### src/rtl/tick_timer_pkg.sv
package tick_timer_pkg;
  typedef enum logic [1:0] {
    RUN_OFF     = 2'b00,
    RUN_RESTART = 2'b01,
    RUN_HALT    = 2'b10,
    RUN_FREE    = 2'b11
  } run_mode_e;

  localparam logic [1:0] ADDR_COUNT = 2'd0;
  localparam logic [1:0] ADDR_CTRL  = 2'd1;
  localparam logic [1:0] ADDR_CAPS  = 2'd2;
endpackage

### src/rtl/tick_ctrl_reg.sv
module tick_ctrl_reg
  import tick_timer_pkg::*;
#(
  parameter int W = 32
) (
  input  logic          clk,
  input  logic          rst,
  input  logic          wr,
  input  logic [W-1:0]  wdata,
  input  logic          match_hit,
  output run_mode_e     run_mode,
  output logic          ie,
  output logic          pend,
  output logic [W-5:0]  match_val
);
  localparam int MW       = W - 4;
  localparam int IE_BIT   = W - 3;
  localparam int PEND_BIT = W - 4;

  logic pend_kept;

  // A write can only keep or clear the flag; a match always sets it.
  always_comb begin
    pend_kept = wr ? (pend & wdata[PEND_BIT]) : pend;
  end

  always_ff @(posedge clk) begin
    if (rst) begin
      run_mode  <= RUN_OFF;
      ie        <= 1'b0;
      pend      <= 1'b0;
      match_val <= '0;
    end else begin
      if (wr) begin
        run_mode  <= run_mode_e'(wdata[W-1:W-2]);
        ie        <= wdata[IE_BIT];
        match_val <= wdata[MW-1:0];
      end
      pend <= pend_kept | match_hit;
    end
  end
endmodule

### src/rtl/tick_compare.sv
module tick_compare
  import tick_timer_pkg::*;
#(
  parameter int W = 32
) (
  input  logic [W-1:0] count,
  input  logic [W-5:0] match_val,
  input  run_mode_e    run_mode,
  output logic         match_hit
);
  localparam int MW = W - 4;

  always_comb begin
    match_hit = (run_mode != RUN_OFF) && (count[MW-1:0] == match_val);
  end
endmodule

### src/rtl/tick_counter.sv
module tick_counter
  import tick_timer_pkg::*;
#(
  parameter int W = 32
) (
  input  logic         clk,
  input  logic         rst,
  input  logic         wr,
  input  logic [W-1:0] wdata,
  input  run_mode_e    run_mode,
  input  logic         match_hit,
  output logic [W-1:0] count
);
  logic [W-1:0] count_nx;

  always_comb begin
    count_nx = count;
    if (wr) begin
      count_nx = wdata;
    end else begin
      unique case (run_mode)
        RUN_OFF:     count_nx = count;
        RUN_RESTART: count_nx = match_hit ? '0 : count + W'(1);
        RUN_HALT:    count_nx = match_hit ? count : count + W'(1);
        RUN_FREE:    count_nx = count + W'(1);
        default:     count_nx = count;
      endcase
    end
  end

  always_ff @(posedge clk) begin
    if (rst) count <= '0;
    else     count <= count_nx;
  end
endmodule

### src/rtl/tick_timer.sv
module tick_timer
  import tick_timer_pkg::*;
#(
  parameter int W           = 32,
  parameter int PRESENT_BIT = 10
) (
  input  logic         clk,
  input  logic         rst,
  input  logic [1:0]   reg_addr,
  input  logic         reg_wr,
  input  logic [W-1:0] reg_wdata,
  output logic [W-1:0] reg_rdata,
  output logic         irq_o
);
  localparam int MW = W - 4;
  localparam logic [W-1:0] CAPS_WORD = W'(1) << PRESENT_BIT;

  logic          count_wr;
  logic          ctrl_wr;
  logic [W-1:0]  count_q;
  run_mode_e     mode_q;
  logic          ie_q;
  logic          pend_q;
  logic [MW-1:0] match_q;
  logic          hit;

  assign count_wr = reg_wr && (reg_addr == ADDR_COUNT);
  assign ctrl_wr  = reg_wr && (reg_addr == ADDR_CTRL);

  tick_counter #(.W(W)) u_count (
    .clk       (clk),
    .rst       (rst),
    .wr        (count_wr),
    .wdata     (reg_wdata),
    .run_mode  (mode_q),
    .match_hit (hit),
    .count     (count_q)
  );

  tick_compare #(.W(W)) u_cmp (
    .count     (count_q),
    .match_val (match_q),
    .run_mode  (mode_q),
    .match_hit (hit)
  );

  tick_ctrl_reg #(.W(W)) u_ctrl (
    .clk       (clk),
    .rst       (rst),
    .wr        (ctrl_wr),
    .wdata     (reg_wdata),
    .match_hit (hit),
    .run_mode  (mode_q),
    .ie        (ie_q),
    .pend      (pend_q),
    .match_val (match_q)
  );

  always_comb begin
    unique case (reg_addr)
      ADDR_COUNT: reg_rdata = count_q;
      ADDR_CTRL:  reg_rdata = {mode_q, ie_q, pend_q, match_q};
      ADDR_CAPS:  reg_rdata = CAPS_WORD;
      default:    reg_rdata = '0;
    endcase
  end

  assign irq_o = pend_q & ie_q;
endmodule

### config.mk
export PLATFORM = sky130hd
export DESIGN_NAME = tick_timer
export DESIGN_NICKNAME = d
export VERILOG_FILES = /design/src/rtl/tick_timer_pkg.sv /design/src/rtl/tick_ctrl_reg.sv /design/src/rtl/tick_compare.sv /design/src/rtl/tick_counter.sv /design/src/rtl/tick_timer.sv
export SDC_FILE = /design/constraint.sdc
export NUM_CORES = 1
export LEC_CHECK = 0
export ABC_AREA = 1
export BUFFER_PORTS_ARGS = -buffer_cell sky130_fd_sc_hd__buf_2
export CORE_MARGIN = 1.5
export CORE_UTILIZATION = 55
export DETAILED_ROUTE_END_ITERATION = 16
export PLACE_DENSITY = 0.85
export RECOVER_POWER = 50
export SKIP_CTS_REPAIR_TIMING = 1
export SYNTH_ARGS = -nofsm -noshare
export SYNTH_HDL_FRONTEND = slang
export SYNTH_SLANG_ARGS = --single-unit
export TNS_END_PERCENT = 20
### constraint.sdc
create_clock -name clk -period 1.8 [get_ports clk]
set_input_delay 0.09 -clock clk [delete_from_list [all_inputs] [get_ports clk]]
set_output_delay 0.09 -clock clk [all_outputs]
set_load 0.05 [all_outputs]
* Word-level counts from Yosys, hierarchy flattened
Cells that the tools add are included.
** Operators by class
- $add $sub $neg :: 1
- Equal/unequal tests :: 8
- Multiplexer cells :: 6
- Bitwise operators :: 3
- Reductions and logical operators :: 7
** Operator list (count)
- $pmux W32 S3 :: 2
- $mux W32 :: 3
- $add A32 B1 Y32 const B :: 1
- $eq A28 B28 Y1 :: 1
- $eq A2 B2 Y1 const B :: 3
- $eq A2 B1 Y1 const B :: 2
- $logic_not A2 Y1 :: 2
- $logic_and A1 B1 Y1 :: 3
- $ne A3 B3 Y1 const B :: 1
- $and A1 B1 Y1 :: 2
- $ne A2 B2 Y1 const B :: 1
- $reduce_and A2 Y1 :: 1
- $reduce_bool A2 Y1 :: 1
- $mux W1 :: 1
- $or A1 B1 Y1 :: 1
** Word-level totals
- Register bits :: 64
- Bits of input ports :: 37
- Output and inout bits :: 33

* Longest topological paths before layout
- Depth after elaboration :: 5
- Depth in mapped cells :: 12
- Gate-level depth less buffers :: 11

* Modules after synthesis
Synthesis repeated with hierarchy kept, for this count alone.
** Second synthesis, totals
- Cells, all modules :: 791
- Area total of the unflattened synthesis :: 4657.0 um^2
** Modules (own cells, without submodules)
- tick_counter :: times used 1, cells an instance 392, area an instance 2348.5 um^2, seq. area each 640.6 um^2
- tick_ctrl_reg :: times used 1, cells an instance 141, area an instance 1178.6 um^2, seq. area each 640.6 um^2
- tick_compare :: times used 1, cells an instance 144, area an instance 566.8 um^2, seq. area each 0.0 um^2
- tick_timer :: times used 1, cells an instance 114, area an instance 563.0 um^2, seq. area each 0.0 um^2

* Least setup slack after synthesis
Ideal clock, no wire load.
- Path type :: reg2reg
- From :: register u_count.count[1]
- To :: register u_count.count[30]
- Library setup time :: 0.066 ns
- Arrival time :: 1.559 ns
- Setup slack :: 0.175 ns
- Cell stages (with the launch flop) :: 12
- Clock period less this slack :: 1.625 ns
- Cell sequence :: dfxtp_1 > ha_1 > nand2_1 > inv_1 > nand2_1 > nor2_1 > inv_1 > nor2_1 > nand2_1 > xor2_1 > nand3_1 > a21oi_2
** Between the ends
- Cells in the longest elaborated chain, start to end :: 5
** RTL lines
- start, declared :: line tick_counter.sv:12 : output logic [W-1:0] count
- start signal, assigned :: line tick_counter.sv:33 : else count <= count_nx;
- parallel branches: the longest is 5 deep, another holds $add A32 B1 Y32
Several ways; the timed one is not identified. The select of a mux whose other input is x is not followed.
A chain may end at the register's enable or synchronous reset.

* Final worst setup path
- From :: register u_ctrl.match_val[2]
- To :: register u_count.count[10]
** Between the ends
- Cells in the longest elaborated chain, start to end :: 5
** RTL lines
- start, declared :: line tick_ctrl_reg.sv:14 : output logic [W-5:0] match_val
- start signal, assigned :: line tick_ctrl_reg.sv:37 : match_val <= wdata[MW-1:0];
- $eq A28 B28 Y1 * :: line tick_compare.sv:14 : match_hit = (run_mode != RUN_OFF) && (count[MW-1:0] == match_val);
- $logic_and A1 B1 Y1 * :: line tick_compare.sv:14
- $mux W32 :: line tick_counter.sv:23 : RUN_RESTART: count_nx = match_hit ? '0 : count + W'(1);
- $pmux W32 S3 :: line tick_counter.sv:21 : unique case (run_mode)
- $mux W32 :: line tick_counter.sv:18 : if (wr) begin
Mark *: on every way between the ends. The rest lies on a longest branch, timed or not.

==> out/metrics.json <==
{
  "die": {
    "ios": 70,
    "die_width_microns": 94.9,
    "die_area_sq_mm": 0.00901,
    "placementRows": 33,
    "initial_utilization_pct": 56.5,
    "die_h_microns": 94.9,
    "coreArea_sq_mm": 0.00822
  },
  "cts": {
    "clock_latency_ps": 360,
    "cts.sink_count": 64,
    "cts.path.max_buffers": 2,
    "tritoncts": "built",
    "clock_buffer_count_from_cts": 9,
    "htree_levels": 3,
    "clk_pin_slew_worst_paths_ps": 80,
    "root_driver": "clkbuf_8"
  },
  "placement": {
    "place.detailed.instances": 946,
    "io_buffers": 69,
    "pre_cts_slack_ps": -239,
    "place_hpwl_microns": 10200,
    "gp_routability_congestion": 0.948
  },
  "detailed_routing": {
    "drt.antenna.violating_nets": 0,
    "vias_per_cell": 5.74,
    "detail_route.drc_violations": 0,
    "detailroute.via_count": 5574,
    "drt_pre_antenna_iters": 5,
    "dr.first_iter.drc_count": 463,
    "average_wire_per_cell_in_the_routed_design_microns": 16.6,
    "finalWirelength_microns": 16100
  },
  "sta": {
    "grt_setup_unrepaired": "yes",
    "final_max_slew_viol_count": 0,
    "final.setup.worst_slack_ps": -35.1,
    "clock_skew_ps": 6.08,
    "final-hold-violation-count": 0,
    "timing.final.setup_violations": 19,
    "part_of_the_cycle_the_worst_path_needs_pct": 102,
    "slew_headroom_pct": 59.2,
    "tightestPinTransition_ps": 612,
    "fmax_mhz": 545,
    "period_needed_ps": 1840,
    "setup-tns-final_ps": -373
  },
  "yosys": {
    "synth_area_per_cell_sq_um": 6.10,
    "synth-warning-count": 0,
    "mappedNetlistArea_sq_mm": 0.00464,
    "synth-seq-cells": 64,
    "syn_inst": 761,
    "mappedNetlistNets": 799,
    "ys_seq_area_share_pct": 27.6,
    "yosysUniqueCellTypes": 25
  },
  "grt": {
    "first_global_vias": 4960,
    "grt_antenna_before_repair": 0,
    "grt_first_pass_wirelength_microns": 23900,
    "grt_max_degree": 65,
    "grt_use_total_pct": 34.5,
    "grt.overflow.total": 0
  },
  "pwr": {
    "total_power_mw": 4.65,
    "power_density_mw_per_mm2": 779,
    "ir_worst_vdd_mv": 0.473,
    "static-leakage-power_nw": 2.78
  },
  "critical_path": {
    "critical_path_required_ps": 2040,
    "end_kind": "register",
    "worstPathMaxFanout": 9,
    "cp_data_arrival_time_ps": 2080,
    "worstSetupStartpointType": "register",
    "timing_worst_setup_path_type": "reg -> reg"
  },
  "run_status": {
    "outcome": "finished, violations left",
    "failed_checks": "setup timing"
  },
  "layout": {
    "drive_above_1_share_pct": 29.4,
    "antenna_cells": 0,
    "final_util_pct": 72.7,
    "leading_cell_types_in_the_layout_fill_and_taps_excluded": "nand2_1, inv_1, a21oi_1",
    "post_layout_nonfiller_instances": 971,
    "area.growth.synth_to_final_pct": 28.5,
    "layout_commonest_cell": "nand2_1",
    "num-nets-final": 899
  },
  "hold_path": {
    "timing.hold.worst.class": "in -> reg"
  },
  "flow_run": {
    "max-cap-violations": 0
  }
}
## cell type report
type | count | area, sq um
Clock buffer | 9 | 124
Clock inverter | 7 | 120
Fill cell | 689 | 2250
Inverter | 113 | 432
Multi-Input combinational cell | 545 | 2880
Sequential cell | 64 | 1320
Tap cell | 105 | 131
Timing Repair Buffer | 128 | 956
## cell usage after synthesis
cell type      number  area [sq um]
xnor2_1             4          35.0
and3_1              1          6.26
nand2_1           170           638
buf_8               3          45.0
nor2_1             81           304
o21ai_0            35           175
clkbuf_1           17          63.8
inv_1             104           390
buf_6               5          56.3
ha_1                1          12.5
a21oi_2            22           193
buf_4               1          7.51
o21ai_4             1          16.3
o22ai_1            30           188
a21oi_1            77           385
clkbuf_8            2          27.5
xor2_1             23           201
nand4_1             8          50.1
dfxtp_1            64          1280
inv_2               7          26.3
buf_2               6          30.0
dlygate4sd1_1       5          43.8
nand3_1            76           380
clkinv_1            2          7.51
nor3_1             16          80.1
## registers in the layout, indices dropped and copies added (netlist names)
name / cells
u_ctrl.pend: 1
u_ctrl.match_val: 28
u_ctrl.ie: 1
u_ctrl.run_mode: 2
u_count.count: 32
## cells by family after synthesis
kind of cell,synth area share (%)
flops,27.6
buf+inv,15.0
simple gates,31.4
compound gates,20.6
fa+ha+maj,0.269
xor+xnor,5.09
## path summary, 6_finish.rpt
kind                                           start                   end  slack (ps)  depth (start not counted)
worst max register to register   u_ctrl.match_val[2]     u_count.count[10]         -40                         13
worst min-delay path                   reg_wdata[11]  u_ctrl.match_val[11]          20                          3
worst min register to register  u_ctrl.match_val[12]  u_ctrl.match_val[12]         480                          2
worst max-delay path             u_ctrl.match_val[2]     u_count.count[10]         -40                         13
## through the flow
stage,area [sq um],hold slack [ps]
2_1_floorplan,4640,159
3_3_place_gp,5310,270
3_5_place_dp,5310,290
4_1_cts,5560,-81.0
5_1_grt,5970,49.1
6_report,5970,24.1
## critical path, stage by stage, from the launching register on
cell and delay [ps]:
dfxtp_1 350, inv_1 80, nand2_1 60, nand2_1 70, nor2_1 150, nand2_1 80
nor2_2 100, nand2_2 90, o21ai_4 220, buf_12 170, clkbuf_16 160, nand3_1 60
nand2_1 80, a21oi_2 40
## routing by layer
metal  part of all wire (%)  vias to the layer above  track usage, %
li1                       -                     2666               -
met1                     41                     2545            44.3
met2                     46                      309            58.0
met3                    8.6                       54            4.43
met4                    3.7                        0            14.3
met5                      0                        -               0
## power breakdown
group          total, mW  internal, mW  switching, mW
combinational       1.43         0.521          0.905
sequential          1.65          1.54          0.108
clock               1.57         0.922          0.649
total               4.65          2.99           1.66
Note: power is estimated with default switching activity, not from simulation.
